===== src/rtl/strap_addr_pkg.sv =====
package strap_addr_pkg;

    typedef enum logic [3:0] {
        ST_IDLE,
        ST_BIAS0,
        ST_SETTLE0,
        ST_SAMPLE0,
        ST_BIAS1,
        ST_SETTLE1,
        ST_SAMPLE1,
        ST_COMPUTE,
        ST_DONE
    } cap_state_e;

    // Boundary k of the geometric ladder: each step adds a quarter (ratio 1.25).
    function automatic int unsigned bin_edge(input int unsigned low_edge, input int unsigned k);
        int unsigned e;
        e = low_edge;
        for (int unsigned i = 0; i < k; i++) begin
            e = e + e / 4;
        end
        return e;
    endfunction

endpackage


===== src/rtl/strap_settle_timer.sv =====
module strap_settle_timer #(
    parameter int SETTLE_CYCLES = 16,
    parameter int CNT_W         = $clog2(SETTLE_CYCLES + 1)
) (
    input  logic clk,
    input  logic rst_n,
    input  logic run_i,
    output logic expired_o
);

    logic [CNT_W-1:0] cnt_q;

    assign expired_o = run_i && (cnt_q == CNT_W'(SETTLE_CYCLES - 1));

    always_ff @(posedge clk or negedge rst_n) begin
        if (!rst_n) begin
            cnt_q <= '0;
        end else if (!run_i) begin
            cnt_q <= '0;
        end else if (!expired_o) begin
            cnt_q <= cnt_q + 1'b1;
        end
    end

endmodule


===== src/rtl/strap_bin_classifier.sv =====
module strap_bin_classifier
    import strap_addr_pkg::*;
#(
    parameter int ADC_W    = 12,
    parameter int NUM_BINS = 8,
    parameter int BIN_BASE = 4,
    parameter int LOW_EDGE = 400,
    parameter int BIN_W    = $clog2(BIN_BASE + NUM_BINS)
) (
    input  logic [ADC_W-1:0] code_i,
    output logic [BIN_W-1:0] bin_o,
    output logic             short_o,
    output logic             open_o
);

    logic [NUM_BINS:0] at_or_above;

    for (genvar k = 0; k <= NUM_BINS; k++) begin : g_edge
        localparam int unsigned EDGE = bin_edge(LOW_EDGE, k);
        assign at_or_above[k] = ({{(32-ADC_W){1'b0}}, code_i} >= 32'(EDGE));
    end

    always_comb begin
        int idx;
        idx = 0;
        for (int k = 1; k < NUM_BINS; k++) begin
            if (at_or_above[k]) idx = idx + 1;
        end
        bin_o   = BIN_W'(BIN_BASE + idx);
        short_o = !at_or_above[0];
        open_o  = at_or_above[NUM_BINS];
    end

endmodule


===== src/rtl/strap_addr_combiner.sv =====
module strap_addr_combiner #(
    parameter int BIN_W         = 4,
    parameter int HI_WEIGHT     = 12,
    parameter int ADDR_W        = 7,
    parameter int FALLBACK_ADDR = 126
) (
    input  logic [BIN_W-1:0]  bin_lo_i,
    input  logic [BIN_W-1:0]  bin_hi_i,
    input  logic              fault_i,
    output logic [ADDR_W-1:0] addr_o
);

    localparam int RAW_W    = BIN_W + $clog2(HI_WEIGHT + 1) + 1;
    localparam int SUM_W    = (RAW_W > ADDR_W) ? RAW_W : ADDR_W + 1;
    localparam int MAX_ADDR = (1 << ADDR_W) - 1;

    logic [SUM_W-1:0] sum;

    assign sum = SUM_W'(HI_WEIGHT) * SUM_W'(bin_hi_i) + SUM_W'(bin_lo_i);

    always_comb begin
        if (fault_i || (sum > SUM_W'(MAX_ADDR))) begin
            addr_o = ADDR_W'(FALLBACK_ADDR);
        end else begin
            addr_o = sum[ADDR_W-1:0];
        end
    end

endmodule


===== src/rtl/strap_addr_decoder.sv =====
module strap_addr_decoder
    import strap_addr_pkg::*;
#(
    parameter int ADC_W         = 12,
    parameter int NUM_BINS      = 8,
    parameter int BIN_BASE      = 4,
    parameter int LOW_EDGE      = 400,
    parameter int SETTLE_CYCLES = 16,
    parameter int HI_WEIGHT     = 12,
    parameter int ADDR_W        = 7,
    parameter int FALLBACK_ADDR = 126,
    parameter int AVOID_ADDR    = 11,
    parameter int ALERT_ADDR    = 12
) (
    input  logic              clk,
    input  logic              rst_n,
    output logic [1:0]        bias_en_o,
    output logic              adc_req_o,
    input  logic              adc_ack_i,
    input  logic [ADC_W-1:0]  adc_data_i,
    output logic [ADDR_W-1:0] addr_o,
    output logic              addr_valid_o,
    output logic              debug_en_o,
    output logic              addr_reserved_o
);

    localparam int BIN_W     = $clog2(BIN_BASE + NUM_BINS);
    localparam int TEST_ADDR = (1 << ADDR_W) - 1;

    cap_state_e state_q, state_d;

    logic             settle_run;
    logic             settle_done;
    logic [BIN_W-1:0] cls_bin;
    logic             cls_short;
    logic             cls_open;
    logic [BIN_W-1:0] bin0_q, bin1_q;
    logic             fault0_q, fault1_q;
    logic [ADDR_W-1:0] addr_comb;
    logic [ADDR_W-1:0] addr_q;

    strap_settle_timer #(
        .SETTLE_CYCLES (SETTLE_CYCLES)
    ) u_timer (
        .clk       (clk),
        .rst_n     (rst_n),
        .run_i     (settle_run),
        .expired_o (settle_done)
    );

    strap_bin_classifier #(
        .ADC_W    (ADC_W),
        .NUM_BINS (NUM_BINS),
        .BIN_BASE (BIN_BASE),
        .LOW_EDGE (LOW_EDGE),
        .BIN_W    (BIN_W)
    ) u_classify (
        .code_i  (adc_data_i),
        .bin_o   (cls_bin),
        .short_o (cls_short),
        .open_o  (cls_open)
    );

    strap_addr_combiner #(
        .BIN_W         (BIN_W),
        .HI_WEIGHT     (HI_WEIGHT),
        .ADDR_W        (ADDR_W),
        .FALLBACK_ADDR (FALLBACK_ADDR)
    ) u_combine (
        .bin_lo_i (bin0_q),
        .bin_hi_i (bin1_q),
        .fault_i  (fault0_q || fault1_q),
        .addr_o   (addr_comb)
    );

    // Next-state logic
    always_comb begin
        state_d = state_q;
        unique case (state_q)
            ST_IDLE:    state_d = ST_BIAS0;
            ST_BIAS0:   state_d = ST_SETTLE0;
            ST_SETTLE0: if (settle_done) state_d = ST_SAMPLE0;
            ST_SAMPLE0: if (adc_ack_i) state_d = ST_BIAS1;
            ST_BIAS1:   state_d = ST_SETTLE1;
            ST_SETTLE1: if (settle_done) state_d = ST_SAMPLE1;
            ST_SAMPLE1: if (adc_ack_i) state_d = ST_COMPUTE;
            ST_COMPUTE: state_d = ST_DONE;
            ST_DONE:    state_d = ST_DONE;
            default:    state_d = ST_IDLE;
        endcase
    end

    // State register
    always_ff @(posedge clk or negedge rst_n) begin
        if (!rst_n) begin
            state_q <= ST_IDLE;
        end else begin
            state_q <= state_d;
        end
    end

    // Sample capture and address latch
    always_ff @(posedge clk or negedge rst_n) begin
        if (!rst_n) begin
            bin0_q   <= '0;
            bin1_q   <= '0;
            fault0_q <= 1'b0;
            fault1_q <= 1'b0;
            addr_q   <= '0;
        end else begin
            if (state_q == ST_SAMPLE0 && adc_ack_i) begin
                bin0_q   <= cls_bin;
                fault0_q <= cls_short || cls_open;
            end
            if (state_q == ST_SAMPLE1 && adc_ack_i) begin
                bin1_q   <= cls_bin;
                fault1_q <= cls_short || cls_open;
            end
            if (state_q == ST_COMPUTE) begin
                addr_q <= addr_comb;
            end
        end
    end

    // Outputs decoded from state
    always_comb begin
        bias_en_o    = 2'b00;
        adc_req_o    = 1'b0;
        settle_run   = 1'b0;
        addr_valid_o = 1'b0;
        unique case (state_q)
            ST_BIAS0:   bias_en_o = 2'b01;
            ST_SETTLE0: begin bias_en_o = 2'b01; settle_run = 1'b1; end
            ST_SAMPLE0: begin bias_en_o = 2'b01; adc_req_o = 1'b1; end
            ST_BIAS1:   bias_en_o = 2'b10;
            ST_SETTLE1: begin bias_en_o = 2'b10; settle_run = 1'b1; end
            ST_SAMPLE1: begin bias_en_o = 2'b10; adc_req_o = 1'b1; end
            ST_DONE:    addr_valid_o = 1'b1;
            default:    ;
        endcase
        addr_o          = addr_q;
        debug_en_o      = addr_valid_o && (addr_q == ADDR_W'(FALLBACK_ADDR));
        addr_reserved_o = addr_valid_o &&
                          ((addr_q == '0) ||
                           (addr_q == ADDR_W'(AVOID_ADDR)) ||
                           (addr_q == ADDR_W'(ALERT_ADDR)) ||
                           (addr_q == ADDR_W'(TEST_ADDR)));
    end

endmodule


===== config.mk =====
export PLATFORM = sky130hd
export DESIGN_NAME = strap_addr_decoder
export DESIGN_NICKNAME = d
export VERILOG_FILES = /design/src/rtl/strap_addr_pkg.sv /design/src/rtl/strap_settle_timer.sv /design/src/rtl/strap_bin_classifier.sv /design/src/rtl/strap_addr_combiner.sv /design/src/rtl/strap_addr_decoder.sv
export SDC_FILE = /design/constraint.sdc
export NUM_CORES = 1
export LEC_CHECK = 0
export BUFFER_PORTS_ARGS = -buffer_cell sky130_fd_sc_hd__clkbuf_2
export CORE_MARGIN = 4
export CORE_UTILIZATION = 50
export CTS_CLUSTER_DIAMETER = 120
export DETAILED_ROUTE_END_ITERATION = 10
export PLACE_DENSITY = 0.7
export SLEW_MARGIN = 20
export SYNTH_ARGS = -nofsm -noshare
export SYNTH_HDL_FRONTEND = slang
export SYNTH_SLANG_ARGS = --single-unit

===== constraint.sdc =====
create_clock -name clk -period 2.89 [get_ports clk]
set_input_delay 0.1445 -clock clk [delete_from_list [all_inputs] [get_ports clk]]
set_output_delay 0.1445 -clock clk [all_outputs]
set_load 0.1 [all_outputs]

## After elaboration in Yosys (flattened, before gate mapping)

Index checks and enable logic that the tools add are counted.

| cells by class | value |
|---|---|
| multiply operators | 1 |
| eq/ne operators | 18 |
| shifts and indexed selects | 0 |
| add/sub/neg operators | 9 |
| bitwise gates (word level) | 0 |
| magnitude comparators | 10 |
| divide/modulo/power cells | 0 |
| reduce and logical (&&, ||, !) cells | 20 |
| mux-type cells | 19 |

Operators by type and width:

| cell | count |
|---|---|
| $ge 12x10->1 const B | 3 |
| $ge 12x11->1 const B | 3 |
| $mux 4 | 9 |
| $pmux 4 s8 | 1 |
| $ge 12x9->1 const B | 2 |
| $add 4x2->4 const B | 4 |
| $eq 4x3->1 const B | 4 |
| $eq 7x4->1 const B | 2 |
| $eq 7x7->1 const B | 2 |
| $ge 12x12->1 const B | 1 |
| $mux 5 | 2 |
| $ne 2x2->1 const B | 5 |
| $add 8x4->9 | 1 |
| $gt 9x7->1 const B | 1 |
| $eq 4x2->1 const B | 2 |
| $logic_not 7->1 | 1 |
| $mux 7 | 1 |
| $logic_or 1x1->1 | 6 |
| $mul 2x4->6 const A | 1 |
| $reduce_or 2->1 | 3 |
| $reduce_or 3->1 | 2 |
| $add 5x1->5 const B | 1 |
| $eq 5x4->1 const B | 1 |
| $logic_and 1x1->1 | 5 |
| other kinds (11) | 14 |

| word-level totals | value |
|---|---|
| output and inout bits | 13 |
| RAM bits | 0 |
| ROM bits | 0 |
| input bits | 15 |
| bits in registers | 26 |
| memories | 0 |
| latch bits | 0 |
| logic and storage cells | 84 |

## Logic depth before layout (Yosys ltp)

Gate-level depths: netlist of run 1.

| logic depth | value |
|---|---|
| depth in word-level cells | 15 |
| gate-level depth with buffers | 21 |
| gate-level depth less buffers | 20 |

## Cells and area by module

Synthesis of run 1 repeated with hierarchy kept, for this count alone.

| second synthesis, totals | value |
|---|---|
| cell total of the unflattened synthesis | 254 |
| area total of the unflattened synthesis | 2374.8 um^2 |

Modules (own cells, without submodules):

| module | times used | cells each | area each (um^2) |
|---|---|---|---|
| strap_addr_decoder | 1 | 84 | 1028.5 |
| strap_bin_classifier | 1 | 99 | 706.9 |
| strap_addr_combiner | 1 | 47 | 355.3 |
| strap_settle_timer | 1 | 24 | 284.0 |

## Least setup slack after synthesis of run 1

No wires, ideal clock.

| path | value |
|---|---|
| path type | flip-flop to output port |
| start | reg state_q[0] |
| end | out debug_en_o |
| slack | -1.135 ns |
| arrival time | 3.880 ns |
| stages on the path, launching flop included | 7 |
| cell sequence | dfrtp_1 > clkbuf_1 > nor2_1 > nand3b_1 > inv_1 > nand4_1 > nor3b_1 |

| on the way | value |
|---|---|
| cells in the longest elaborated chain, start to end | 3 |

Ends and longest elaborated chain:

| item | line | source |
|---|---|---|
| from (decl) | strap_addr_decoder.sv:30 | `cap_state_e state_q, state_d;` |
| from (signal assigned) | strap_addr_decoder.sv:98 | `state_q <= state_d;` |
| $eq 4x4->1 | strap_addr_decoder.sv:131 | `unique case (state_q)` |
| $mux 1 | strap_addr_decoder.sv:131 |  |
| net addr_valid_o | strap_addr_decoder.sv:22 | `output logic addr_valid_o,` |
| $logic_and 1x1->1 | strap_addr_decoder.sv:142 | `debug_en_o = addr_valid_o && (addr_q == ADDR_W'(FALLBACK_ADDR));` |
| to (decl) | strap_addr_decoder.sv:23 | `output logic debug_en_o,` |

The timed path passes the listed nets, and every way through them passes these cells.

## Final worst setup path of run 1

| path | value |
|---|---|
| start | in adc_data_i[1] |
| end | reg bin0_q[3] |

| on the way | value |
|---|---|
| cells in the longest elaborated chain, start to end | 15 |

Ends and longest elaborated chain:

| item | line | source |
|---|---|---|
| from (decl) | strap_addr_decoder.sv:20 | `input logic [ADC_W-1:0] adc_data_i,` |
| $ge 12x9->1 | strap_bin_classifier.sv:20 | `assign at_or_above[k] = ({{(32-ADC_W){1'b0}}, code_i} >= 32'(EDGE));` |
| $mux 1 | strap_bin_classifier.sv:27 | `if (at_or_above[k]) idx = idx + 1;` |
| $add 1x1->2 | strap_bin_classifier.sv:27 |  |
| $mux 2 | strap_bin_classifier.sv:27 |  |
| $add 2x1->3 | strap_bin_classifier.sv:27 |  |
| $mux 4 | strap_bin_classifier.sv:27 |  |
| $add 4x2->4 | strap_bin_classifier.sv:27 |  |
| $mux 4 | strap_bin_classifier.sv:27 |  |
| $add 4x2->4 | strap_bin_classifier.sv:27 |  |
| $mux 4 | strap_bin_classifier.sv:27 |  |
| $add 4x2->4 | strap_bin_classifier.sv:27 |  |
| $mux 4 | strap_bin_classifier.sv:27 |  |
| $add 4x2->4 | strap_bin_classifier.sv:27 |  |
| $mux 4 (*) | strap_bin_classifier.sv:27 |  |
| $add 4x4->4 (*) | strap_bin_classifier.sv:29 | `bin_o = BIN_W'(BIN_BASE + idx);` |
| to (signal assigned) | strap_addr_decoder.sv:112 | `bin0_q <= cls_bin;` |
| to (decl) | strap_addr_decoder.sv:37 | `logic [BIN_W-1:0] bin0_q, bin1_q;` |

Every way passes the cells marked *; elsewhere a longest branch is shown, timed or not.
A chain may end at the register's enable or synchronous reset.

==> metrics, run 1 <==
status=finished with violations; failing checks=setup timing; Clk Latency, worst-skew pair=about 0.27 ns; share of the synthesized area in the top cell type=between 20% and 30%; Pre-Repair DR Iteration Count=4; Syn Inst Count=between 200 and 300; register area share after synthesis=between 20 and 30%; Slew HR=approximately 50%; main area contributors after synthesis=dfrtp_1, ha_1, nor2_1, mux2_2, xnor2_1; I/O Buffers=27; required time of the worst setup path=between 3 and 4 ns; Clock transition at path regs=~0.08 ns; CTS Buf Count=3; CP endpoint kind=flip-flop; pre-CTS setup slack=-0.4891 ns; Vias=between 2000 and 2500; Final Cycle Share=106.3%; cell accounting for the most synthesized area=dfrtp_1; synthesized area per cell=around 8.7 um2; Data arrival, critical path=roughly 3.2 ns; Worst Hold Class=in2reg; diode count=0; final hold viol count=0; worst setup margin=-0.1817 ns; Final Max Tran Viols=0; Layout area overhead=33.01%; vias in the first global route=a little under 2000; Post-synth EDFFs=0; GPL Wtd Cong=about 0.84; Synth Warn #=0; most instantiated library cell after synthesis=nor2_1; initial antenna violation count=0; Max VDD drop=501.8 uV; final layout net count=348; mapped cell area=between 2000 and 2500 um2; max-cap violation count=0; Post-synth ARST share=100.0%; Worst setup SP type=primary input; Die Y-Extent=74.48 um; #FFs+latches synth=26; H-tree Lvls=1; crit path kind=in2reg; Fillers=320; worst-margin pin slew=between 0.7 and 0.8 ns; CTS tree=yes; Rows=23; drt drc=0; GRT Residual Overflow=0; Vias/cell=approximately 5.6; Post-synth top flop=dfrtp_1; RSZ-0062 raised after global routing=true; largest net degree at the start of global routing=27; Pleak=1.309 nW; Antenna Nets Post-Route=0; Tot GR Track Use=a little under a fifth; post-layout util=70.92%; Distinct cells, synth=between 60 and 70; min Tclk post-route=3.072 ns; Die W=74.48 um; CTS root buffer=clkbuf_8; worst-path maximum fanout=3; Initial Util=about 53%; Final Setup Violations=2; Core Region=4144 um2; number of clock sinks=26; pwr dens=865.9 nW/um2; clock skew=0.004816 ns; Synth top cells by count=nor2_1, dfrtp_1, nand2_1, a21oi_1, ha_1; Initial DRC Count=49; die area=roughly 5500 um2; Synth Net Count=approximately 290; DP Wirelength=around 3.7 mm; overall power=2.545 mW; CTS max path bufs=2; drt wl/cell=~14 um; final WL=approximately 4.9 mm; share of cells above drive strength 1=roughly 38%; Max Clock Freq=325.6 MHz; number of placed I/O pins=28; first-pass GRT wire length=about 8.5 mm
-- stage by stage --
| stage | std cells | area [um2] | TNS (ns) | hold slack [ns] |
|---|---|---|---|---|
| 6_report | 365 | 2939 | -0.3625 | 0.2223 |
| 5_1_grt | 365 | 2939 | -0.6431 | 0.2647 |
| 4_1_cts | 365 | 2861 | -0.2695 | 0.2150 |
| 3_5_place_dp | 358 | 2716 | -1.920 | 0.1926 |
| 3_3_place_gp | 358 | 2716 | -1.475 | 0.1890 |
| 2_1_floorplan | 253 | 2288 | -0.8984 | -0.1511 |
-- layout make-up --
type	instances	area [um2]	share of cell area [%]
flip-flops and latches	26	650.6	22.14
multi-input cells	207	1652	56.19
well taps	50	62.56	2.129
clock buffers	4	55.05	1.873
inverters	10	37.54	1.277
repair buffers	68	481.7	16.39
-- layout by cell type, fill, tap and decap left out, types with 4 or more instances in the layout --
master / count
buf_4: 38
xnor2_1: 9
xor2_1: 7
dfrtp_1: 26
nor2_1: 31
ha_4: 4
nor3_1: 6
nand2b_1: 4
o21ai_0: 6
mux2_2: 8
clkbuf_2: 23
buf_6: 5
ha_1: 10
inv_1: 8
clkbuf_8: 4
nand2_1: 22
a21oi_1: 16
-- critical path, cell delays in order --
cell	delay [ns]
buf_6	0.10
nor2_4	0.11
a21oi_2	0.06
o31ai_1	0.20
nand2_1	0.13
inv_2	0.11
ha_4	0.22
buf_4	0.16
xnor2_4	0.17
inv_2	0.07
ha_4	0.24
nand2_2	0.06
o21ai_2	0.06
xnor2_1	0.14
o21ai_1	0.16
ha_2	0.21
a221oi_2	0.04
or2_1	0.23
a22o_1	0.21
xor2_2	0.15
mux2_4	0.27
-- path summary, 6_finish.rpt --
path                         endpoint  cells past startpoint  slack (ns)          start
setup / recovery            bin0_q[3]                     21       -0.18  adc_data_i[1]
hold / removal             state_q[1]                      4        0.22      adc_ack_i
setup reg to reg            addr_o[2]                     10        0.34      bin1_q[1]
hold reg to reg              fault0_q                      1        0.52       fault0_q
max in group asynchronous   bin1_q[3]                      2        2.06          rst_n
min in group asynchronous   addr_o[4]                      2        0.41          rst_n
-- per-layer routing --
layer	GRT usage [%]	share of wire, %
met4	6.522	2.1
met3	1.216	3.2
met5	0	0
met1	23.26	43
met2	35.51	52
-- state kept, by name, indices dropped and copies added, names as in the netlist --
signal,flops
state_q,4
fault1_q,1
bin0_q,4
u_timer.cnt_q,5
bin1_q,4
fault0_q,1
addr_o,7
-- power by group --
part           internal (mW)  switching, mW  total, mW
Clock                  0.122          0.112      0.234
Sequential             0.505          0.165      0.670
Combinational          0.581           1.06       1.64
-- cells by family (layout without fill, tap and decap cells) --
logic type | count (synthesis) | after routing | share of synthesized area [%]
AO/OA/AOI/OAI | 58 | 58 | 19.37
multiplexers | 13 | 13 | 6.455
XOR/XNOR | 19 | 19 | 7.871
adder cells (fa/ha/maj) | 17 | 17 | 10.31
buffers and inverters | 20 | 82 | 3.454
flip-flops | 26 | 26 | 29.44
AND/OR/NAND/NOR | 100 | 100 | 23.10
-- what timing repair did --
action	in CTS	in global routing
setup buffers	2	0
resized for setup	12	18
endpoints found under the setup margin	2	6
hold endpoints to repair	26	0
hold buffers	1	0
pin swaps	3	1
(Power assumes the default switching activity.)
==> inputs of run 2 (changes only) <==
- CELL_PAD_IN_SITES_DETAIL_PLACEMENT: unset -> 1
- CELL_PAD_IN_SITES_GLOBAL_PLACEMENT: unset -> 1
- CORE_UTILIZATION: 50 -> 44
- HOLD_SLACK_MARGIN: unset -> 0.03
- PLACE_DENSITY: 0.7 -> unset
- PLACE_DENSITY_LB_ADDON: unset -> 0.1
==> run 2 against run 1 <==
  * The flow still finishes with violations (setup timing)
  * Total power is 7.3% higher
  * Register-to-register slack better by 0.03 ns
  * Worst hold slack gained 0.020 ns
  * Clock skew increased by 0.0063 ns
  * Via count up 2.1%
  * Global-route usage increased by 2.9 points
  * Die area increased by 12%
  * First-iteration DRC count decreased by 27%
  * Count of clock-buffer cells in the layout decreased by 1
==> metrics, run 2 (synthesized netlist as in run 1, its figures left out) <==
max-cap violation count=0; CTS max path bufs=2; register area=650.6 um2; RSZ-0062 raised after global routing=true; Layout area overhead=38.51%; Core Region=4786 um2; worst setup margin=-0.2891 ns; number of clock sinks=26; Fillers=around 540; final layout net count=350; GRT Max-Usage Layer=met2; Max Clock Freq=about 310 MHz; non-filler instance count after layout=approximately 380; Multi-input gate area=1723 um2; Die W=around 79 um; status=finished with violations; vias in the first global route=around 2300; Clock transition at path regs=0.08 ns; drt wl/cell=around 17 um; commonest non-fill, non-tap cell in the layout=buf_4; diode count=0; required time of the worst setup path=3.04 ns; routing usage on met1=~26%; final hold viol count=0; Clk Latency, worst-skew pair=0.27 ns; Initial Util=between 40% and 50%; Die Y-Extent=78.87 um; CTS tree=yes; I/O Buffers=27; Pleak=between 1 and 1.5 nW; post-layout util=63.95%; worst-path maximum fanout=2; crit path kind=in2reg; Vias/cell=5.464; worst-margin pin slew=0.7572 ns; Slew HR=between 40% and 50%; Final Cycle Share=110.0%; Antenna Nets Post-Route=0; Initial DRC Count=36; GRT Residual Overflow=0; Rows=25; DP Wirelength=around 4.8 mm; clock skew=0.01107 ns; CTS root buffer=clkbuf_8; Final Max Tran Viols=0; final WL=approximately 6.7 mm; GPL Wtd Cong=approximately 0.8; failing checks=setup timing; pwr dens=892.5 nW/um2; max reg flops=7; initial antenna violation count=0; Pre-Repair DR Iteration Count=4; Vias=about 2100; share of cells above drive strength 1=roughly two fifths; Data arrival, critical path=3.33 ns; die area=between 6000 and 7000 um2; min Tclk post-route=about 3.2 ns; Worst setup SP type=primary input; # placed instances=approximately 380; Final Setup Violations=3; met2 Use GR=42.78%; drt drc=0; r2r setup slk=roughly 0.37 ns; H-tree Lvls=1; commonest non-fill, non-tap cells in the layout=buf_4, nor2_1, dfrtp_1, clkbuf_2, nand2_1; first-pass GRT wire length=11.07 mm; met3 Track Usage GR=around 2.4%; Tot GR Track Use=about 22%; CP endpoint kind=flip-flop; Max VDD drop=roughly 550 uV; number of placed I/O pins=28; overall power=between 2 and 3 mW; setup total negative slack=-0.5975 ns; CTS Buf Count=3; Worst Hold Class=in2reg; largest net degree at the start of global routing=27
==> run 2: timing repair <==
action,in CTS,in global routing
hold buffers,1,0
pin swaps,1,6
resized for setup,17,24
setup buffers,1,3
setup endpoints to repair,6,7
endpoints found under the hold margin,26,0
==> run 2: layout make-up <==
cell class | instances | share of cell area [%]
inverters | 10 | 1.226
repair buffers | 70 | 16.15
clock inverters | 1 | 0.9812
multi-input cells | 207 | 56.30
clock buffers | 3 | 1.349
flip-flops and latches | 26 | 21.26
well taps | 67 | 2.739
==> run 2: final timing paths <==
kind,startpoint,to,cells after the start
max,adc_data_i[3],bin0_q[3],21
min,adc_ack_i,state_q[1],4
max reg2reg,bin1_q[1],addr_o[6],10
min reg2reg,fault1_q,fault1_q,1
max in group asynchronous,rst_n,state_q[3],2
min in group asynchronous,rst_n,bin0_q[0],2
==> run 2: worst max-delay path, stage by stage <==
cell and delay (ns):
buf_8 0.10, nor2_4 0.11, a21oi_2 0.06, o31ai_1 0.22, nand2_1 0.15, inv_2 0.11
ha_4 0.15, a211oi_1 0.06, a211o_1 0.27, and2_4 0.17, ha_4 0.26, nand2_1 0.05
o21ai_2 0.07, xnor2_1 0.08, o21ai_1 0.17, ha_2 0.21, a221oi_2 0.03, or2_1 0.23
a22o_1 0.22, xor2_2 0.17, mux2_4 0.27
==> run 2: per-layer routing <==
metal | wire [um] | share of wire [%] | vias up
li1 | - | - | 1026
met1 | 2754 | 41 | 1027
met2 | 3628 | 54 | 35
met3 | 171 | 2.6 | 10
met4 | 108 | 1.6 | 0
met5 | 0 | 0 | -
==> run 2: report_power, final <==
part	total, mW	internal [mW]	switching, mW
clock network	0.301	0.185	0.116
logic	1.74	0.613	1.13
registers	0.686	0.504	0.182
==> run 2: per-stage QoR <==
step | setup slack (ns) | hold slack (ns) | cell area, um2
3_3_place_gp | -0.4707 | 0.2101 | 2738
4_1_cts | -0.2838 | 0.2405 | 2929
5_1_grt | -0.4453 | 0.2592 | 3060
6_report | -0.2891 | 0.2424 | 3060
2_1_floorplan | -0.2958 | -0.1511 | 2288
3_5_place_dp | -0.6213 | 0.2191 | 2738
